===== src/rtl/bhq_pkg.sv =====
`timescale 1ns/1ps
package bhq_pkg;
   typedef enum logic [1:0] {
      ENG_IDLE   = 2'd0,
      ENG_COMMIT = 2'd1,
      ENG_SQUASH = 2'd2
   } eng_state_e;
endpackage


===== src/rtl/bhq_ring.sv =====
`timescale 1ns/1ps
// One thread's age-ordered record list: append young, drop old or young,
// rewrite the youngest slot.
module bhq_ring #(
   parameter int DEPTH = 8,
   parameter int REC_W = 64
) (
   input  logic             clk,
   input  logic             rst_n,
   input  logic             push,
   input  logic [REC_W-1:0] push_rec,
   input  logic             pop_old,
   input  logic             pop_young,
   input  logic             fix_we,
   input  logic [REC_W-1:0] fix_rec,
   output logic [REC_W-1:0] old_rec,
   output logic [REC_W-1:0] yng_rec,
   output logic             full,
   output logic             empty
);
   localparam int PTR_W = $clog2(DEPTH);
   localparam int CNT_W = $clog2(DEPTH + 1);

   logic [REC_W-1:0] slots [DEPTH];
   logic [PTR_W-1:0] head;
   logic [CNT_W-1:0] cnt;
   logic [PTR_W-1:0] tail_idx, yng_idx;

   function automatic logic [PTR_W-1:0] wrap_add(input logic [PTR_W-1:0] base,
                                                 input logic [CNT_W-1:0] off);
      int s;
      s = int'(base) + int'(off);
      if (s >= DEPTH) s = s - DEPTH;
      return s[PTR_W-1:0];
   endfunction

   assign tail_idx = wrap_add(head, cnt);
   assign yng_idx  = (cnt == '0) ? head : wrap_add(head, cnt - CNT_W'(1));
   assign full     = (cnt == CNT_W'(DEPTH));
   assign empty    = (cnt == '0);
   assign old_rec  = slots[head];
   assign yng_rec  = slots[yng_idx];

   always_ff @(posedge clk) begin
      if (!rst_n) begin
         head <= '0;
         cnt  <= '0;
      end else if (push) begin
         cnt <= cnt + CNT_W'(1);
      end else if (pop_old) begin
         head <= wrap_add(head, CNT_W'(1));
         cnt  <= cnt - CNT_W'(1);
      end else if (pop_young) begin
         cnt <= cnt - CNT_W'(1);
      end
   end

   always_ff @(posedge clk) begin
      if (push)        slots[tail_idx] <= push_rec;
      else if (fix_we) slots[yng_idx]  <= fix_rec;
   end

   a_r2_no_push_full: assert property (@(posedge clk) disable iff (!rst_n)
      push |-> !full);
   a_r3_no_remove_empty: assert property (@(posedge clk) disable iff (!rst_n)
      (pop_old || pop_young || fix_we) |-> !empty);
   a_r6_one_action: assert property (@(posedge clk) disable iff (!rst_n)
      $onehot0({push, pop_old, pop_young, fix_we}));
   a_r1_push_grows: assert property (@(posedge clk) disable iff (!rst_n)
      push |=> !empty);
endmodule


===== src/rtl/bhq_engine.sv =====
`timescale 1ns/1ps
// Sequencer for commit and squash: one record per clock, then idle.
module bhq_engine
   import bhq_pkg::*;
#(
   parameter int SEQ_W = 16,
   parameter int TID_W = 1
) (
   input  logic             clk,
   input  logic             rst_n,
   input  logic             commit_valid,
   input  logic [TID_W-1:0] commit_tid,
   input  logic [SEQ_W-1:0] commit_seq,
   input  logic             squash_valid,
   input  logic [TID_W-1:0] squash_tid,
   input  logic [SEQ_W-1:0] squash_seq,
   input  logic             squash_misp,
   input  logic             sel_empty,
   input  logic [SEQ_W-1:0] sel_old_seq,
   input  logic [SEQ_W-1:0] sel_yng_seq,
   output logic             busy,
   output logic             accept_squash,
   output logic [TID_W-1:0] op_tid,
   output logic [SEQ_W-1:0] op_seq,
   output logic             commit_pop,
   output logic             squash_pop,
   output logic             fix_hit,
   output logic             fix_miss
);
   eng_state_e state, state_nx;
   logic       op_misp;
   logic       accept_commit, squash_end;

   assign busy          = (state != ENG_IDLE);
   assign accept_squash = !busy && squash_valid;
   assign accept_commit = !busy && commit_valid && !squash_valid;

   assign commit_pop = (state == ENG_COMMIT) && !sel_empty && (sel_old_seq <= op_seq);
   assign squash_pop = (state == ENG_SQUASH) && !sel_empty && (sel_yng_seq > op_seq);
   assign squash_end = (state == ENG_SQUASH) && !squash_pop;
   assign fix_hit    = squash_end && op_misp && !sel_empty && (sel_yng_seq == op_seq);
   assign fix_miss   = squash_end && op_misp && !sel_empty && (sel_yng_seq != op_seq);

   always_comb begin
      state_nx = state;
      case (state)
         ENG_IDLE: begin
            if (accept_squash)      state_nx = ENG_SQUASH;
            else if (accept_commit) state_nx = ENG_COMMIT;
         end
         ENG_COMMIT: if (!commit_pop) state_nx = ENG_IDLE;
         ENG_SQUASH: if (!squash_pop) state_nx = ENG_IDLE;
         default:    state_nx = ENG_IDLE;
      endcase
   end

   always_ff @(posedge clk) begin
      if (!rst_n) begin
         state   <= ENG_IDLE;
         op_tid  <= '0;
         op_seq  <= '0;
         op_misp <= 1'b0;
      end else begin
         state <= state_nx;
         if (accept_squash) begin
            op_tid  <= squash_tid;
            op_seq  <= squash_seq;
            op_misp <= squash_misp;
         end else if (accept_commit) begin
            op_tid  <= commit_tid;
            op_seq  <= commit_seq;
            op_misp <= 1'b0;
         end
      end
   end

   a_r6_busy_after_request: assert property (@(posedge clk) disable iff (!rst_n)
      (!busy && (commit_valid || squash_valid)) |=> busy);
   a_r6_op_stable: assert property (@(posedge clk) disable iff (!rst_n)
      (busy && $past(busy)) |-> ($stable(op_seq) && $stable(op_tid)));
   a_r7_fix_ends_op: assert property (@(posedge clk) disable iff (!rst_n)
      (fix_hit || fix_miss) |=> !busy);
   a_r4_no_pop_while_committing: assert property (@(posedge clk) disable iff (!rst_n)
      !(commit_pop && (squash_pop || fix_hit)));
endmodule


===== src/rtl/bhq_history_queue.sv =====
`timescale 1ns/1ps
module bhq_history_queue #(
   parameter int NT     = 2,
   parameter int DEPTH  = 8,
   parameter int SEQ_W  = 16,
   parameter int PC_W   = 32,
   parameter int RIDX_W = 4,
   localparam int TID_W = (NT > 1) ? $clog2(NT) : 1
) (
   input  logic              clk,
   input  logic              rst_n,
   input  logic              pred_valid,
   output logic              pred_ready,
   input  logic [TID_W-1:0]  pred_tid,
   input  logic [SEQ_W-1:0]  pred_seq,
   input  logic [PC_W-1:0]   pred_pc,
   input  logic              pred_taken,
   input  logic [PC_W-1:0]   pred_target,
   input  logic              pred_is_call,
   input  logic              pred_is_ret,
   input  logic              pred_is_ind,
   input  logic              pred_used_ras,
   input  logic              pred_pushed_ras,
   input  logic [RIDX_W-1:0] pred_ras_idx,
   input  logic [PC_W-1:0]   pred_ras_tgt,
   input  logic              commit_valid,
   input  logic [TID_W-1:0]  commit_tid,
   input  logic [SEQ_W-1:0]  commit_seq,
   input  logic              squash_valid,
   input  logic [TID_W-1:0]  squash_tid,
   input  logic [SEQ_W-1:0]  squash_seq,
   input  logic              squash_mispredict,
   input  logic              squash_taken,
   input  logic [PC_W-1:0]   squash_target,
   output logic              busy,
   output logic              retire_valid,
   output logic [TID_W-1:0]  retire_tid,
   output logic [SEQ_W-1:0]  retire_seq,
   output logic [PC_W-1:0]   retire_pc,
   output logic              retire_taken,
   output logic [PC_W-1:0]   retire_target,
   output logic              retire_indirect,
   output logic              retire_used_ras,
   output logic              retire_pushed_ras,
   output logic              repair_restore,
   output logic              repair_undo_pop,
   output logic [TID_W-1:0]  repair_tid,
   output logic [RIDX_W-1:0] repair_ras_idx,
   output logic [PC_W-1:0]   repair_ras_tgt,
   output logic              seq_error
);
   typedef struct packed {
      logic [SEQ_W-1:0]  seq;
      logic [PC_W-1:0]   pc;
      logic              taken;
      logic [PC_W-1:0]   target;
      logic              is_call;
      logic              is_ret;
      logic              is_ind;
      logic              used_ras;
      logic              pushed_ras;
      logic [RIDX_W-1:0] ras_idx;
      logic [PC_W-1:0]   ras_tgt;
   } rec_t;
   localparam int REC_W = $bits(rec_t);

   if (NT < 1)     begin : g_bad_nt    $error("NT must be at least 1");    end
   if (DEPTH < 2)  begin : g_bad_depth $error("DEPTH must be at least 2"); end
   if (SEQ_W < 2)  begin : g_bad_seq   $error("SEQ_W must be at least 2"); end
   if (RIDX_W < 1) begin : g_bad_ridx  $error("RIDX_W must be positive");  end

   logic [REC_W-1:0] old_flat [NT];
   logic [REC_W-1:0] yng_flat [NT];
   logic [NT-1:0]    full_v, empty_v;
   rec_t             in_rec, sel_old, sel_yng, fix_rec;
   logic             fx_taken;
   logic [PC_W-1:0]  fx_target;
   logic [TID_W-1:0] eng_tid;
   logic [SEQ_W-1:0] eng_seq;
   logic             accept_squash, commit_pop, squash_pop, fix_hit, fix_miss;
   logic             take_pred, rst_now, pop_now;

   assign pred_ready = !busy && !commit_valid && !squash_valid && !full_v[pred_tid];
   assign take_pred  = pred_valid && pred_ready;

   always_comb begin
      in_rec            = '0;
      in_rec.seq        = pred_seq;
      in_rec.pc         = pred_pc;
      in_rec.taken      = pred_taken;
      in_rec.target     = pred_target;
      in_rec.is_call    = pred_is_call;
      in_rec.is_ret     = pred_is_ret;
      in_rec.is_ind     = pred_is_ind;
      in_rec.used_ras   = pred_used_ras;
      in_rec.pushed_ras = pred_pushed_ras;
      in_rec.ras_idx    = pred_ras_idx;
      in_rec.ras_tgt    = pred_ras_tgt;
   end

   for (genvar t = 0; t < NT; t++) begin : g_thread
      logic mine;
      assign mine = (eng_tid == TID_W'(t));
      bhq_ring #(.DEPTH(DEPTH), .REC_W(REC_W)) u_ring (
         .clk       (clk),
         .rst_n     (rst_n),
         .push      (take_pred && (pred_tid == TID_W'(t))),
         .push_rec  (in_rec),
         .pop_old   (commit_pop && mine),
         .pop_young (squash_pop && mine),
         .fix_we    (fix_hit && mine),
         .fix_rec   (fix_rec),
         .old_rec   (old_flat[t]),
         .yng_rec   (yng_flat[t]),
         .full      (full_v[t]),
         .empty     (empty_v[t])
      );
   end

   assign sel_old = old_flat[eng_tid];
   assign sel_yng = yng_flat[eng_tid];

   bhq_engine #(.SEQ_W(SEQ_W), .TID_W(TID_W)) u_engine (
      .clk           (clk),
      .rst_n         (rst_n),
      .commit_valid  (commit_valid),
      .commit_tid    (commit_tid),
      .commit_seq    (commit_seq),
      .squash_valid  (squash_valid),
      .squash_tid    (squash_tid),
      .squash_seq    (squash_seq),
      .squash_misp   (squash_mispredict),
      .sel_empty     (empty_v[eng_tid]),
      .sel_old_seq   (sel_old.seq),
      .sel_yng_seq   (sel_yng.seq),
      .busy          (busy),
      .accept_squash (accept_squash),
      .op_tid        (eng_tid),
      .op_seq        (eng_seq),
      .commit_pop    (commit_pop),
      .squash_pop    (squash_pop),
      .fix_hit       (fix_hit),
      .fix_miss      (fix_miss)
   );

   always_ff @(posedge clk) begin
      if (!rst_n) begin
         fx_taken  <= 1'b0;
         fx_target <= '0;
      end else if (accept_squash) begin
         fx_taken  <= squash_taken;
         fx_target <= squash_target;
      end
   end

   // In-place correction of the record at the squash point.
   always_comb begin
      fix_rec        = sel_yng;
      fix_rec.taken  = fx_taken;
      fix_rec.target = fx_target;
      if (fx_taken) begin
         fix_rec.used_ras = sel_yng.used_ras | sel_yng.is_ret;
      end else if (sel_yng.used_ras) begin
         fix_rec.used_ras = 1'b0;
      end else if (sel_yng.is_call && sel_yng.pushed_ras) begin
         fix_rec.pushed_ras = 1'b0;
      end
   end

   assign rst_now = (squash_pop || (fix_hit && !fx_taken)) && sel_yng.used_ras;
   assign pop_now = (squash_pop || (fix_hit && !fx_taken)) && !sel_yng.used_ras
                    && sel_yng.is_call && sel_yng.pushed_ras;

   always_ff @(posedge clk) begin
      if (!rst_n) begin
         retire_valid      <= 1'b0;
         retire_tid        <= '0;
         retire_seq        <= '0;
         retire_pc         <= '0;
         retire_taken      <= 1'b0;
         retire_target     <= '0;
         retire_indirect   <= 1'b0;
         retire_used_ras   <= 1'b0;
         retire_pushed_ras <= 1'b0;
         repair_restore    <= 1'b0;
         repair_undo_pop   <= 1'b0;
         repair_tid        <= '0;
         repair_ras_idx    <= '0;
         repair_ras_tgt    <= '0;
         seq_error         <= 1'b0;
      end else begin
         retire_valid <= commit_pop;
         if (commit_pop) begin
            retire_tid        <= eng_tid;
            retire_seq        <= sel_old.seq;
            retire_pc         <= sel_old.pc;
            retire_taken      <= sel_old.taken;
            retire_target     <= sel_old.target;
            retire_indirect   <= sel_old.is_ind;
            retire_used_ras   <= sel_old.used_ras;
            retire_pushed_ras <= sel_old.pushed_ras;
         end
         repair_restore  <= rst_now;
         repair_undo_pop <= pop_now;
         if (rst_now || pop_now) begin
            repair_tid     <= eng_tid;
            repair_ras_idx <= sel_yng.ras_idx;
            repair_ras_tgt <= sel_yng.ras_tgt;
         end
         seq_error <= seq_error | fix_miss;
      end
   end

   a_r5_repair_exclusive: assert property (@(posedge clk) disable iff (!rst_n)
      !(repair_restore && repair_undo_pop));
   a_r11_error_sticky: assert property (@(posedge clk) disable iff (!rst_n)
      seq_error |=> seq_error);
   a_r6_no_accept_busy: assert property (@(posedge clk) disable iff (!rst_n)
      busy |-> !pred_ready);
   a_r3_retire_bound: assert property (@(posedge clk) disable iff (!rst_n)
      retire_valid |-> (retire_seq <= eng_seq));
endmodule


===== config.mk =====
export PLATFORM = sky130hd
export DESIGN_NAME = bhq_history_queue
export DESIGN_NICKNAME = d
export VERILOG_FILES = /design/src/rtl/bhq_pkg.sv /design/src/rtl/bhq_ring.sv /design/src/rtl/bhq_engine.sv /design/src/rtl/bhq_history_queue.sv
export SDC_FILE = /design/constraint.sdc
export NUM_CORES = 2
export LEC_CHECK = 0
export BUFFER_PORTS_ARGS = -buffer_cell sky130_fd_sc_hd__buf_2
export CAP_MARGIN = 25
export CORE_MARGIN = 1
export CORE_UTILIZATION = 25
export DETAILED_ROUTE_END_ITERATION = 16
export RECOVER_POWER = 25
export SYNTH_ARGS = -nofsm -noshare
export SYNTH_HDL_FRONTEND = slang
export SYNTH_SLANG_ARGS = --single-unit
export TNS_END_PERCENT = 1

===== constraint.sdc =====
create_clock -name clk -period 13.6 [get_ports clk]
set_input_delay 0.68 -clock clk [delete_from_list [all_inputs] [get_ports clk]]
set_output_delay 0.68 -clock clk [all_outputs]
set_load 0.05 [all_outputs]

==> results.toml <==
[timing]
fmax_ghz = 0.0884
rsz0062_at_grt = "no"
relSlewSlack_pct = -201
hold_viol_final = 0
finalSetupViolations = 0
period_share_pct = 83.1
tightest_slew_ns = 4.51
slew_violations = 265
skew_ns = 0.0687
timing.hold.ws_ns = 0.0688
tns_ns = 0
period_minus_slack_ns = 11.31

[logic_synthesis]
synthArstFlopShare_pct = 0
synth-edff-count = 1952
ys_types = 73
avgSynthCellArea_sq_um = 13.0
ys_top_cells_by_area = "edfxtp_1, mux4_2, nand2_1"
synth_flop_cell = "edfxtp_1"
synth_cells = 7250
ys_ff_latch = 2151
syn_nets = 7492
netlist.top_cell.by_area = "edfxtp_1"
ys_seq_area_share_pct = 66.6
yosysMostFrequentCell = "nand2_1"
synth_top_area_share_pct = 62.4
synthTopCellsByCount = "nand2_1, edfxtp_1, nand3_1"
syn_area_sq_mm = 0.0940
ys_warn_count = 0

[placement]
gp_congestion = 0.822
numPortBuffers = 323
dp_cells = 12100
dp_hpwl_um = 184000

[clocking]
clock-sinks = 2151
clockBufferDepth = 4
clk_pin_slew_ns = 0.06
cts_resized = 0
clock_latency_ns = 0.91
htreeDepth = 4
cts_made_buffers = 224
cts_tree = "built"
cts-root-buf = "clkbuf_16"

[global_route]
track_usage_pct = 15.1
grt_pass1_vias = 61100
gr-total-overflow = 0
antenna_found_initial = 48
grt_max_degree = 176
grt_pass1_wl_um = 428000

[worst_hold_path]
hp-class = "input port to register"

[power_and_ir_drop]
power_density_mw_per_mm2 = 154
vdd_drop_max_mv = 0.137
power_leakage_nw = 35.0

[setup_path]
cp.required_ns = 14.09
slowest_stage = "clkbuf_1"
worstSetupPathType = "register to register"
path_cells = "clkbuf_1 -> buf_4 -> clkinv_1 -> clkbuf_1 -> o2111a_1 -> and2_0 -> nand3_1 -> and3_1 -> a31oi_1 -> nor2_1 -> buf_4 -> buf_4"
worstSetupEndpointType = "register"
cpPeakStageDelay_ns = 3.20
crit_fanout = 72
worstSetupStartpointType = "register"
cpMostUsedCell = "buf_4"
arrival_ns = 11.80

[finish]
final_nets = 7614
seq_area_sq_mm = 0.0626
multiInputGateArea_sq_mm = 0.0291
fillers = 37300
area_growth_pct = 14.9
stdcell_count = 12500
drive_above_1_share_pct = 13.9

[routing]
drtIter0Drc = 6852
num_vias = 62500
postRouteWirelength_um = 297000
post_drt_via_cell_ratio = 4.99
drc = 0
wl_per_cell_um = 23.7
first_pass_iters = 6
final_antenna_net_count = 0

[floorplan]
boundaryPins = 324
rows = 224
dieHeight_um = 615
die_w_um = 615
fp.dieArea_sq_mm = 0.378
core_sq_mm = 0.373
floorplan.initialDensity_pct = 25.2

[outcome]
status = "finished with violations"
violations = "capacitance limit, slew limit"

[flow_run]
cap_violations = 8
==> stage by stage <==
| stage | power [mW] | setup slack [ns] | utilization, % | instance area (sq um) |
|---|---|---|---|---|
| 2_1_floorplan | 9.67 | 2.95 | - | 94000 |
| 3_3_place_gp | 10.6 | 4.30 | 27.0 | 101000 |
| 3_5_place_dp | 10.7 | 4.50 | 27.0 | 101000 |
| 4_1_cts | 16.7 | 4.51 | 29.0 | 108000 |
| 5_1_grt | 17.2 | 2.06 | 28.9 | 108000 |
| 6_report | 16.6 | 2.29 | 28.9 | 108000 |
==> worst max-delay path, delay by kind of cell, from the launching register on <==
kind / cells / cell delay [ns]
buf+inv: 6 / 6.46
flops: 1 / 0.80
simple gates: 4 / 2.81
compound gates: 2 / 0.71
==> layout make-up <==
cell class,count,area share [%]
sequential,2151,58.0
antenna,15,0.0348
tap,4972,5.76
clock inverter,127,1.14
multi-input combinational,4507,27.0
clock buffer,272,5.44
timing repair buffer,444,2.46
inverter,44,0.158
==> cell usage in the layout, fill, tap and decap left out, types with 21 or more instances in the layout <==
master	n
nand2_1	2016
edfxtp_1	1952
nand3_1	539
a21oi_1	403
mux4_2	340
clkbuf_16	224
buf_2	194
dfxtp_1	192
o21ai_0	185
clkbuf_1	173
mux2i_1	116
a311oi_1	114
and3_1	100
a211oi_1	96
a31oi_1	96
buf_4	91
nor2b_1	87
nand4_1	49
nor2_1	48
clkinv_1	47
inv_1	42
ha_1	42
o31a_1	36
o311ai_1	36
clkinv_2	35
or4_4	34
o31ai_1	33
bufinv_16	21
==> logic make-up (layout without fill, tap and decap cells) <==
logic type | count (synthesis) | in the layout | share of synthesized area (%)
and+or+nand+nor | 2941 | 2941 | 13.5
xor gates and xnor gates | 8 | 8 | 0.0746
other | 0 | 15 | 0
AOI/OAI and AO/OA | 1048 | 1048 | 6.99
muxes | 464 | 464 | 9.50
adders and majority gates | 46 | 46 | 0.644
buffers and inverters | 592 | 887 | 2.65
DFF | 2151 | 2151 | 66.6
==> sequential cells by signal, summed over array words and instances, names as in the netlist, 2 cells and up, named ones only <==
signal                 count
repair_ras_idx             4
fx_target                 32
retire_seq                16
g_thread.u_ring.head       6
retire_target             32
g_thread.u_ring.cnt        8
u_engine.state             2
repair_ras_tgt            32
g_thread.u_ring.slots   1952
retire_pc                 32
u_engine.op_seq           16
==> power by group <==
group	switching, mW	leakage [nW]	internal (mW)
logic	2.31	12.4	0.901
registers	0.0542	19.2	7.28
clock network	2.57	3.46	3.46
==> metal layers <==
| layer | share of wire [%] | GRT usage [%] |
|---|---|---|
| met1 | 40 | 19.7 |
| met2 | 47 | 24.9 |
| met3 | 8.7 | 3.04 |
| met4 | 3.6 | 5.33 |
| met5 | 0.051 | 0 |
==> path summary, 6_finish.rpt <==
path | from | to | slack (ns) | cells past startpoint
worst max-delay path | u_engine.op_tid$_SDFFE_PN0P_ | g_thread[1].u_ring.slots[2][101]$_DFFE_PP_ | 2.29 | 12
worst max register to register | u_engine.op_tid$_SDFFE_PN0P_ | g_thread[1].u_ring.slots[2][101]$_DFFE_PP_ | 2.29 | 12
worst min-delay path | squash_target[14] | fx_target[14]$_SDFFE_PN0P_ | 0.07 | 3
worst min register to register | retire_pc[3]$_SDFFE_PN0P_ | retire_pc[3]$_SDFFE_PN0P_ | 0.45 | 2
==> what timing repair did <==
item                      in CTS  in global routing
buffers inserted               0                  0
hold endpoints to repair       4                  0
hold buffers                   4                  0
Power figures use the tool's default switching activity.
